[src/rtl/clkdom_pkg.sv]
package clkdom_pkg;

    typedef enum logic [1:0] {
        DOM_ACTIVE     = 2'd0,
        DOM_IDLE_TRANS = 2'd1,
        DOM_INACTIVE   = 2'd2
    } dom_state_e;

    typedef struct packed {
        logic sleep_cond;
        logic wake;
        logic all_quiet;
        logic iclk_off;
        logic fclk_off;
    } dom_cond_t;

    function automatic dom_state_e dom_next(input dom_state_e cur, input dom_cond_t c);
        dom_state_e nxt;
        nxt = cur;
        case (cur)
            DOM_ACTIVE: begin
                if (c.sleep_cond) nxt = DOM_IDLE_TRANS;
            end
            DOM_IDLE_TRANS: begin
                if (!c.sleep_cond)
                    nxt = DOM_ACTIVE;
                else if (c.all_quiet && c.iclk_off && c.fclk_off)
                    nxt = DOM_INACTIVE;
            end
            DOM_INACTIVE: begin
                if (c.wake) nxt = DOM_ACTIVE;
            end
            default: nxt = DOM_ACTIVE;
        endcase
        return nxt;
    endfunction

    function automatic logic iclk_gate_next(input dom_state_e cur,
                                            input dom_state_e nxt,
                                            input logic all_quiet);
        return (nxt == DOM_INACTIVE) ||
               ((cur == DOM_IDLE_TRANS) && (nxt == DOM_IDLE_TRANS) && all_quiet);
    endfunction

endpackage

[src/rtl/cdsm_cond.sv]
module cdsm_cond
    import clkdom_pkg::*;
#(
    parameter int N_MOD  = 3,
    parameter int N_FCLK = 2
) (
    input  logic [N_MOD-1:0]  mod_idle,
    input  logic [N_MOD-1:0]  mod_stby,
    input  logic [N_MOD-1:0]  iclk_en,
    input  logic [N_FCLK-1:0] fclk_en,
    input  logic              sleep_allow,
    input  logic              wake_req,
    output dom_cond_t         cond
);
    logic [N_MOD-1:0] quiet;

    for (genvar m = 0; m < N_MOD; m++) begin : g_quiet
        assign quiet[m] = mod_idle[m] | mod_stby[m];
    end

    always_comb begin
        cond.sleep_cond = sleep_allow & ~wake_req;
        cond.wake       = wake_req;
        cond.all_quiet  = &quiet;
        cond.iclk_off   = ~|iclk_en;
        cond.fclk_off   = ~|fclk_en;
    end
endmodule

[src/rtl/cdsm_seq.sv]
module cdsm_seq
    import clkdom_pkg::*;
(
    input  logic       clk,
    input  logic       rst,
    input  dom_cond_t  cond,
    output dom_state_e state,
    output dom_state_e state_nxt
);
    assign state_nxt = dom_next(state, cond);

    always_ff @(posedge clk) begin
        if (rst) state <= DOM_ACTIVE;
        else     state <= state_nxt;
    end
endmodule

[src/rtl/cdsm_iclk_bank.sv]
module cdsm_iclk_bank
    import clkdom_pkg::*;
#(
    parameter int N_MOD = 3
) (
    input  logic             clk,
    input  logic             rst,
    input  dom_state_e       state,
    input  dom_state_e       state_nxt,
    input  logic             all_quiet,
    output logic [N_MOD-1:0] iclk_en
);
    logic gate_off;

    assign gate_off = iclk_gate_next(state, state_nxt, all_quiet);

    for (genvar m = 0; m < N_MOD; m++) begin : g_iclk
        always_ff @(posedge clk) begin
            if (rst) iclk_en[m] <= 1'b1;
            else     iclk_en[m] <= ~gate_off;
        end
    end
endmodule

[src/rtl/cdsm_fclk_bank.sv]
module cdsm_fclk_bank #(
    parameter int N_FCLK = 2
) (
    input  logic              clk,
    input  logic              rst,
    input  logic [N_FCLK-1:0] sw_en,
    output logic [N_FCLK-1:0] fclk_en,
    output logic [N_FCLK-1:0] fclk_active
);
    for (genvar k = 0; k < N_FCLK; k++) begin : g_fclk
        always_ff @(posedge clk) begin
            if (rst) fclk_en[k] <= 1'b1;
            else     fclk_en[k] <= sw_en[k];
        end
        assign fclk_active[k] = fclk_en[k];
    end
endmodule

[src/rtl/clk_domain_sleep_mgr.sv]
module clk_domain_sleep_mgr
    import clkdom_pkg::*;
#(
    parameter int N_MOD  = 3,
    parameter int N_FCLK = 2
) (
    input  logic              clk,
    input  logic              rst,
    input  logic [N_MOD-1:0]  mod_idle_i,
    input  logic [N_MOD-1:0]  mod_stby_i,
    input  logic [N_FCLK-1:0] fclk_sw_en_i,
    input  logic              sleep_allow_i,
    input  logic              wake_req_i,
    output logic [N_MOD-1:0]  iclk_en_o,
    output logic [N_FCLK-1:0] fclk_en_o,
    output logic [N_FCLK-1:0] fclk_active_o,
    output logic [1:0]        dom_state_o
);
    dom_cond_t  cond;
    dom_state_e state;
    dom_state_e state_nxt;

    cdsm_cond #(.N_MOD(N_MOD), .N_FCLK(N_FCLK)) u_cond (
        .mod_idle    (mod_idle_i),
        .mod_stby    (mod_stby_i),
        .iclk_en     (iclk_en_o),
        .fclk_en     (fclk_en_o),
        .sleep_allow (sleep_allow_i),
        .wake_req    (wake_req_i),
        .cond        (cond)
    );

    cdsm_seq u_seq (
        .clk       (clk),
        .rst       (rst),
        .cond      (cond),
        .state     (state),
        .state_nxt (state_nxt)
    );

    cdsm_iclk_bank #(.N_MOD(N_MOD)) u_iclk (
        .clk       (clk),
        .rst       (rst),
        .state     (state),
        .state_nxt (state_nxt),
        .all_quiet (cond.all_quiet),
        .iclk_en   (iclk_en_o)
    );

    cdsm_fclk_bank #(.N_FCLK(N_FCLK)) u_fclk (
        .clk         (clk),
        .rst         (rst),
        .sw_en       (fclk_sw_en_i),
        .fclk_en     (fclk_en_o),
        .fclk_active (fclk_active_o)
    );

    assign dom_state_o = state;
endmodule

[config.mk]
export PLATFORM = sky130hd
export DESIGN_NAME = clk_domain_sleep_mgr
export DESIGN_NICKNAME = d
export VERILOG_FILES = /design/src/rtl/clkdom_pkg.sv /design/src/rtl/cdsm_cond.sv /design/src/rtl/cdsm_seq.sv /design/src/rtl/cdsm_iclk_bank.sv /design/src/rtl/cdsm_fclk_bank.sv /design/src/rtl/clk_domain_sleep_mgr.sv
export SDC_FILE = /design/constraint.sdc
export NUM_CORES = 1
export LEC_CHECK = 0
export BUFFER_PORTS_ARGS = -buffer_cell sky130_fd_sc_hd__buf_4
export CORE_AREA = 2 2 39 41
export CTS_CLUSTER_SIZE = 10
export DETAILED_ROUTE_END_ITERATION = 7
export DIE_AREA = 0 0 41 43
export PLACE_DENSITY = 0.43
export SETUP_SLACK_MARGIN = 0.3
export SLEW_MARGIN = 20
export SYNTH_ARGS = -nofsm -noshare
export SYNTH_HDL_FRONTEND = slang
export SYNTH_HIERARCHICAL = 1
export SYNTH_SLANG_ARGS = --single-unit
export TNS_END_PERCENT = 5
[constraint.sdc]
create_clock -name clk -period 1.9 [get_ports clk]
set_clock_uncertainty 0.15 [all_clocks]
set_input_delay 0.095 -clock clk [delete_from_list [all_inputs] [get_ports clk]]
set_output_delay 0.095 -clock clk [all_outputs]
set_load 0.02 [all_outputs]
==> reports/results.tsv, run 1 <==
metric	value	unit
fin_tns_setup	0	ns
areaGrowthSynthToFinish	77.5	%
multi_input_comb_area	141	um^2
die_y	43	um
detail_route.drc_violations	0	
max_slew_margin_vs_limit	83.3	%
grt_usage	11.6	%
grt_max_degree	7	
cts_max_path_buffers	2	
rows	14	
place.detailed.instances	62	
setup-violations-final	0	
fin_crit_sh	81.2	%
pwr-share-clk	42.0	%
grt_setup_unrepaired	no	
cap_viol_max_count	0	
pwr_density_cell	585	nW/um^2
syn_inst	31	
worst_setup_path_end_kind	flop	
timing.critical_path.required	1.87	ns
min_path_type	primary input to flop	
cellInternalPower	0.222	mW
top_layer_used	met3	
final_common_cell	sky130_fd_sc_hd__buf_4	
critical_path.max_stage_delay	0.55	ns
sequential_cell_area_fraction_in_the_yosys_report	36.0	%
critPathMostFrequentCell	sky130_fd_sc_hd__dlygate4sd3_1	
wirelength	761	um
postSynthAreaPerCell	8.96	um^2
grt_first_pass_wirelength	1340	um
power.switching	0.0666	mW
mappedNetlistArea	278	um^2
comb_power_share	19.2	%
post_syn_nets	43	
totalPowerFinal	0.288	mW
placedInstanceArea	410	um^2
fraction_of_post_synthesis_cell_area_in_the_top_cell_type_by_area	36.0	%
dp_hpwl	559	um
worstPathBufferInverterCount	3	
crit_fanout	1	
netlist-cell-type-count	17	
cp_data_arrival_time	1.51	ns
wirelength_met1	289	um
critPathKind	primary input to flop	
cts_root_buffer	sky130_fd_sc_hd__clkbuf_4	
dr_wl_met3	32	um
via_count_of_the_first_global_routing_pass	322	
clock_insertion_delay_worst_skew	0.24	ns
cts-buffers-inserted	3	
ir_drop	0.242	mV
route.vias.total	302	
layoutNonFillerInstCount	71	
die-area	1760	um^2
power_switching_share	23.1	%
slack_of_the_worst_reg_to_reg_path	0.45	ns
max_clock_freq	648	MHz
worst_setup_slack_post_dpl	0.432	ns
vias_per_cell	4.25	
final_layout_size_suffix_gt1_share	52.7	%
synth-seq-cells	5	
final.setup.worst_slack	0.357	ns
synth_area_leaders	sky130_fd_sc_hd__dfxtp_1 (36%), sky130_fd_sc_hd__buf_4 (14%), sky130_fd_sc_hd__o32ai_2 (5.9%)	
number_of_buffer_cells_added_on_primary_ports	20	
synth-warning-count	6	
max_h_tree_level	1	
tritoncts_clock_tree	built	
holdWs	0.0244	ns
finish.net_count	68	
clock_sink_count	5	
summed_area_of_non_filler_cells_in_the_final_layout	493	um^2
outcome	completed	
die_w	41	um
dr.first_iter.drc_count	1	
final.fill_count	155	
cp_top_family	buffers and inverters	
netlist.top_cell.by_area	sky130_fd_sc_hd__dfxtp_1	
min_period	1.54	ns
layout_common_cells	sky130_fd_sc_hd__buf_4 (20), sky130_fd_sc_hd__dlygate4sd3_1 (5), sky130_fd_sc_hd__nor2_1 (4), sky130_fd_sc_hd__dfxtp_1 (4), sky130_fd_sc_hd__clkbuf_4 (3)	
seqPwrFrac	38.8	%
floorplan.io_pins	21	
core_area	1380	um^2
cell_chain_critical_path	dlygate4sd3_1, buf_4, or2_1, dlygate4sd3_1	
hold_viol_final	0	
final_util	35.6	%
tightestPinTransition	0.247	ns
leakage_power	0.205	nW
effective_utilization_at_floorplan	20.1	%
post_cts.repair.setup_buffers	0	
routabilityCongestion	0.692	
antennaDiodeCount	0	
drt_pass1_iterations	2	
grt_antenna_before_repair	0	
setup.worst_path.start_class	primary input	
clk_pin_slew	0.04	ns
remaining_antenna_violation_count	0	
wire_per_inst	10.7	um
globalRouteOverflowTotal	0	
met2_length	439	um
crit_slowest_cell	sky130_fd_sc_hd__dlygate4sd3_1	
seq_area	101	um^2
slew_viol_final	0	
## worst min-delay path: stages
cell	delay (ns)
sky130_fd_sc_hd__buf_4	0.12
sky130_fd_sc_hd__nor3b_2	0.04
sky130_fd_sc_hd__a31oi_1	0.12
## final timing paths
path / from / depth (start not counted) / endpoint
setup / recovery: fclk_sw_en_i[1] / 4 / u_fclk/fclk_active[1]
hold / removal: rst / 3 / u_iclk/iclk_en[1]
setup reg to reg: u_fclk/fclk_active[1] / 5 / u_iclk/iclk_en[1]
hold reg to reg: u_seq/state[1] / 2 / u_iclk/iclk_en[1]
## sequential cells by signal, indices dropped and copies added (netlist names)
register,flops
u_fclk/fclk_active,2
u_iclk/iclk_en,1
u_seq/state,2
## cell type report
| class | count | area share, % |
|---|---|---|
| clock buffer | 4 | 5.33 |
| inverter | 1 | 0.761 |
| multi-input combinational | 20 | 28.7 |
| sequential | 5 | 20.6 |
| tap | 16 | 4.06 |
| timing repair buffer | 25 | 40.6 |
## synth_stat cells
cell / n
sky130_fd_sc_hd__o22ai_1: 2
sky130_fd_sc_hd__or2_1: 2
sky130_fd_sc_hd__buf_4: 5
sky130_fd_sc_hd__nor4bb_1: 1
sky130_fd_sc_hd__a31oi_1: 1
sky130_fd_sc_hd__nand4_1: 1
sky130_fd_sc_hd__nor2_1: 4
sky130_fd_sc_hd__nor3b_1: 1
sky130_fd_sc_hd__o32ai_2: 1
sky130_fd_sc_hd__dfxtp_1: 5
sky130_fd_sc_hd__nor2b_1: 1
sky130_fd_sc_hd__nand2b_1: 2
sky130_fd_sc_hd__nor3_1: 1
sky130_fd_sc_hd__or2_2: 1
sky130_fd_sc_hd__nor3_2: 1
sky130_fd_sc_hd__inv_1: 1
sky130_fd_sc_hd__and4_2: 1
## kinds of logic (layout without fill, tap and decap cells)
family | count (synthesis) | after routing | synth area share (%)
flops | 5 | 5 | 36.0
simple gates | 16 | 16 | 36.5
compound gates | 4 | 4 | 12.6
buf+inv | 6 | 30 | 14.9
## layer usage
metal | vias to the layer above | global-route usage [%]
met5 | - | 0
met4 | 0 | 6.00
met3 | 0 | 4.71
met2 | 8 | 18.8
met1 | 141 | 11.9
li1 | 153 | -
## power by group through the flow
stage	registers, mW	logic (mW)	clock network (mW)
6_report	0.112	0.0553	0.121
3_3_place_gp	0.113	0.0458	0
2_1_floorplan	0.117	0.0191	0
5_1_grt	0.112	0.0599	0.140
4_1_cts	0.112	0.0554	0.132
3_5_place_dp	0.114	0.0470	0
## what timing repair did
action                                  4_1_cts  5_1_grt
endpoints found under the hold margin         4        0
hold buffers                                  5        0
resized for setup                             0        2
endpoints found under the setup margin        0        1
(Power assumes the default switching activity.)
==> run 2, diff against run 1 <==
--- a/config.mk
+++ b/config.mk
@@ -10,7 +10,7 @@
 export CTS_CLUSTER_SIZE = 10
 export DETAILED_ROUTE_END_ITERATION = 7
 export DIE_AREA = 0 0 41 43
-export PLACE_DENSITY = 0.43
+export PLACE_DENSITY = 0.45
 export SETUP_SLACK_MARGIN = 0.3
 export SLEW_MARGIN = 20
 export SYNTH_ARGS = -nofsm -noshare
==> constraint.sdc (replaced) <==
create_clock -name clk -period 1.4 [get_ports clk]
set_clock_uncertainty 0.15 [all_clocks]
set_input_delay 0.07 -clock clk [delete_from_list [all_inputs] [get_ports clk]]
set_output_delay 0.07 -clock clk [all_outputs]
set_load 0.02 [all_outputs]
==> run 2 against run 1 <==
Cell count is the same. Critical endpoint is now u_iclk/iclk_en[1]. Global-route usage shrank 2.6 points. Utilization grew 3.0 points.
==> reports/results.tsv, run 2 (synthesis gave the netlist of run 1 again) <==
metric	value	unit	change
outcome	completed		unchanged
vias_per_cell	4.07		was 4.25
fin_crit_sh	99.7	%	
timing.critical_path.required	1.41	ns	was 1.87 ns
setup-violations-final	0		unchanged
ir_drop	0.283	mV	was 0.242 mV
final_util	38.6	%	was 35.6%
die_y	43	um	unchanged
crit_slowest_cell	sky130_fd_sc_hd__dfxtp_4		was sky130_fd_sc_hd__dlygate4sd3_1
dp_hpwl	531	um	was 559 um
cell_chain_critical_path	nor3_4, and4_2, nor2_2, nor4bb_2, a31oi_1		was dlygate4sd3_1, buf_4, or2_1, dlygate4sd3_1
holdWs	0.00357	ns	was 0.0244 ns
comb_power_share	19.0	%	was 19.2%
power.switching	0.0946	mW	was 0.0666 mW
floorplan.io_pins	21		unchanged
clock_insertion_delay_worst_skew	0.24	ns	about the same
dr.first_iter.drc_count	1		unchanged
drt_pass1_iterations	2		unchanged
cts-buffers-inserted	3		unchanged
rows	14		unchanged
wire_per_inst	9.80	um	was 10.7 um
die_w	41	um	unchanged
cellInternalPower	0.296	mW	was 0.222 mW
multi_input_comb_area	165	um^2	was 141 um^2
max_slew_margin_vs_limit	85.5	%	was 83.3%
min_period	1.40	ns	
power_switching_share	24.2	%	was 23.1%
finish.net_count	68		unchanged
grt_antenna_before_repair	0		unchanged
setup.worst_path.start_class	flop		was primary input
cts_max_path_buffers	2		unchanged
seqPwrFrac	37.9	%	was 38.8%
fin_tns_setup	0	ns	unchanged
cp_data_arrival_time	1.40	ns	was 1.51 ns
effective_utilization_at_floorplan	20.1	%	unchanged
grt_setup_unrepaired	yes		was no
reg2reg_depth	5		unchanged
wirelength	696	um	was 761 um
critPathKind	flop to flop		was primary input to flop
min_path_cells	3		unchanged
grt_first_pass_wirelength	1090	um	was 1340 um
worst_setup_path_end_kind	flop		unchanged
detail_route.drc_violations	0		unchanged
min_path_type	primary input to flop		unchanged
via_count_of_the_first_global_routing_pass	270		was 322
pwr-share-clk	43.1	%	was 42.0%
pwr_density_cell	732	nW/um^2	was 585 nW/um^2
critical_path.max_stage_delay	0.37	ns	was 0.55 ns
cap_viol_max_count	0		unchanged
final_layout_size_suffix_gt1_share	69.1	%	was 52.7%
final.fill_count	143		was 155
tightestPinTransition	0.214	ns	was 0.247 ns
routabilityCongestion	0.620		was 0.692
max_h_tree_level	1		unchanged
remaining_antenna_violation_count	0		unchanged
areaGrowthSynthToFinish	92.3	%	was 77.5%
number_of_buffer_cells_added_on_primary_ports	20		unchanged
grt_max_degree	8		was 7
clock_sink_count	5		unchanged
max_clock_freq	717	MHz	
crit_fanout	4		was 1
globalRouteOverflowTotal	0		unchanged
leakage_power	0.232	nW	was 0.205 nW
core_area	1380	um^2	unchanged
route.vias.total	289		was 302
clk_pin_slew	0.05	ns	was 0.04 ns
antennaDiodeCount	0		unchanged
cts_root_buffer	sky130_fd_sc_hd__clkbuf_4		unchanged
die-area	1760	um^2	unchanged
hold_viol_final	0		unchanged
grt_usage	8.94	%	was 11.6%
slew_viol_final	0		unchanged
tritoncts_clock_tree	built		unchanged
final_common_cell	sky130_fd_sc_hd__buf_4		unchanged
seq_area	113	um^2	was 101 um^2
[run 2: power by group through the flow]
| stage | clock (mW) | sequential, mW | combinational [mW] |
|---|---|---|---|
| 4_1_cts | 0.177 | 0.148 | 0.0698 |
| 6_report | 0.169 | 0.148 | 0.0741 |
| 3_3_place_gp | 0 | 0.150 | 0.0631 |
| 5_1_grt | 0.186 | 0.149 | 0.0799 |
| 3_5_place_dp | 0 | 0.150 | 0.0646 |
| 2_1_floorplan | 0 | 0.155 | 0.0286 |
[run 2: final timing paths]
path,startpoint,endpoint,slack (ns)
hold / removal,rst,u_seq/state[1],0.004
setup reg to reg,u_iclk/iclk_en[1],u_iclk/iclk_en[1],0.005
hold reg to reg,u_seq/state[0],u_iclk/iclk_en[1],0.35
setup / recovery,u_iclk/iclk_en[1],u_iclk/iclk_en[1],0.005
[run 2: critical path: cells and delay by family (launching register included)]
kind | cells | cell delay (ns)
AOI/OAI and AO/OA | 1 | 0.16
and+or+nand+nor | 4 | 0.64
DFF | 1 | 0.37
[run 2: stage by stage]
| step | cells | cell area (um^2) | power, mW | setup slack [ns] |
|---|---|---|---|---|
| 6_report | 71 | 534 | 0.391 | 0.00460 |
| 5_1_grt | 71 | 534 | 0.415 | -0.0705 |
| 4_1_cts | 70 | 508 | 0.394 | -0.0106 |
| 3_5_place_dp | 63 | 437 | 0.215 | 0.0164 |
| 3_3_place_gp | 63 | 437 | 0.213 | 0.0226 |
| 2_1_floorplan | 31 | 312 | 0.184 | -0.0627 |
[run 2: routing by layer]
metal  wire length (um)  vias up  track usage (%)  share of wire (%)
li1                   -      154                -                  -
met1                263      128             11.6                 38
met2                403        7             12.8                 58
met3                 30        0             3.14                4.3
met4                  0        0             4.00                  0
met5                  0        -                0                  0
[run 2: area by class of cell]
| class | count | area share, % |
|---|---|---|
| Multi-Input combinational cell | 20 | 30.9 |
| Clock buffer | 4 | 4.92 |
| Sequential cell | 5 | 21.1 |
| Inverter | 1 | 0.703 |
| Tap cell | 16 | 3.75 |
| Timing Repair Buffer | 25 | 38.6 |
[run 2: timing repair]
action / 4_1_cts / 5_1_grt
pin swaps: 2 / 1
endpoints found under the hold margin: 5 / 4
hold buffers: 2 / 1
buffers inserted: 1 / 0
gates resized for setup: 4 / 4
setup endpoints to repair: 3 / 6
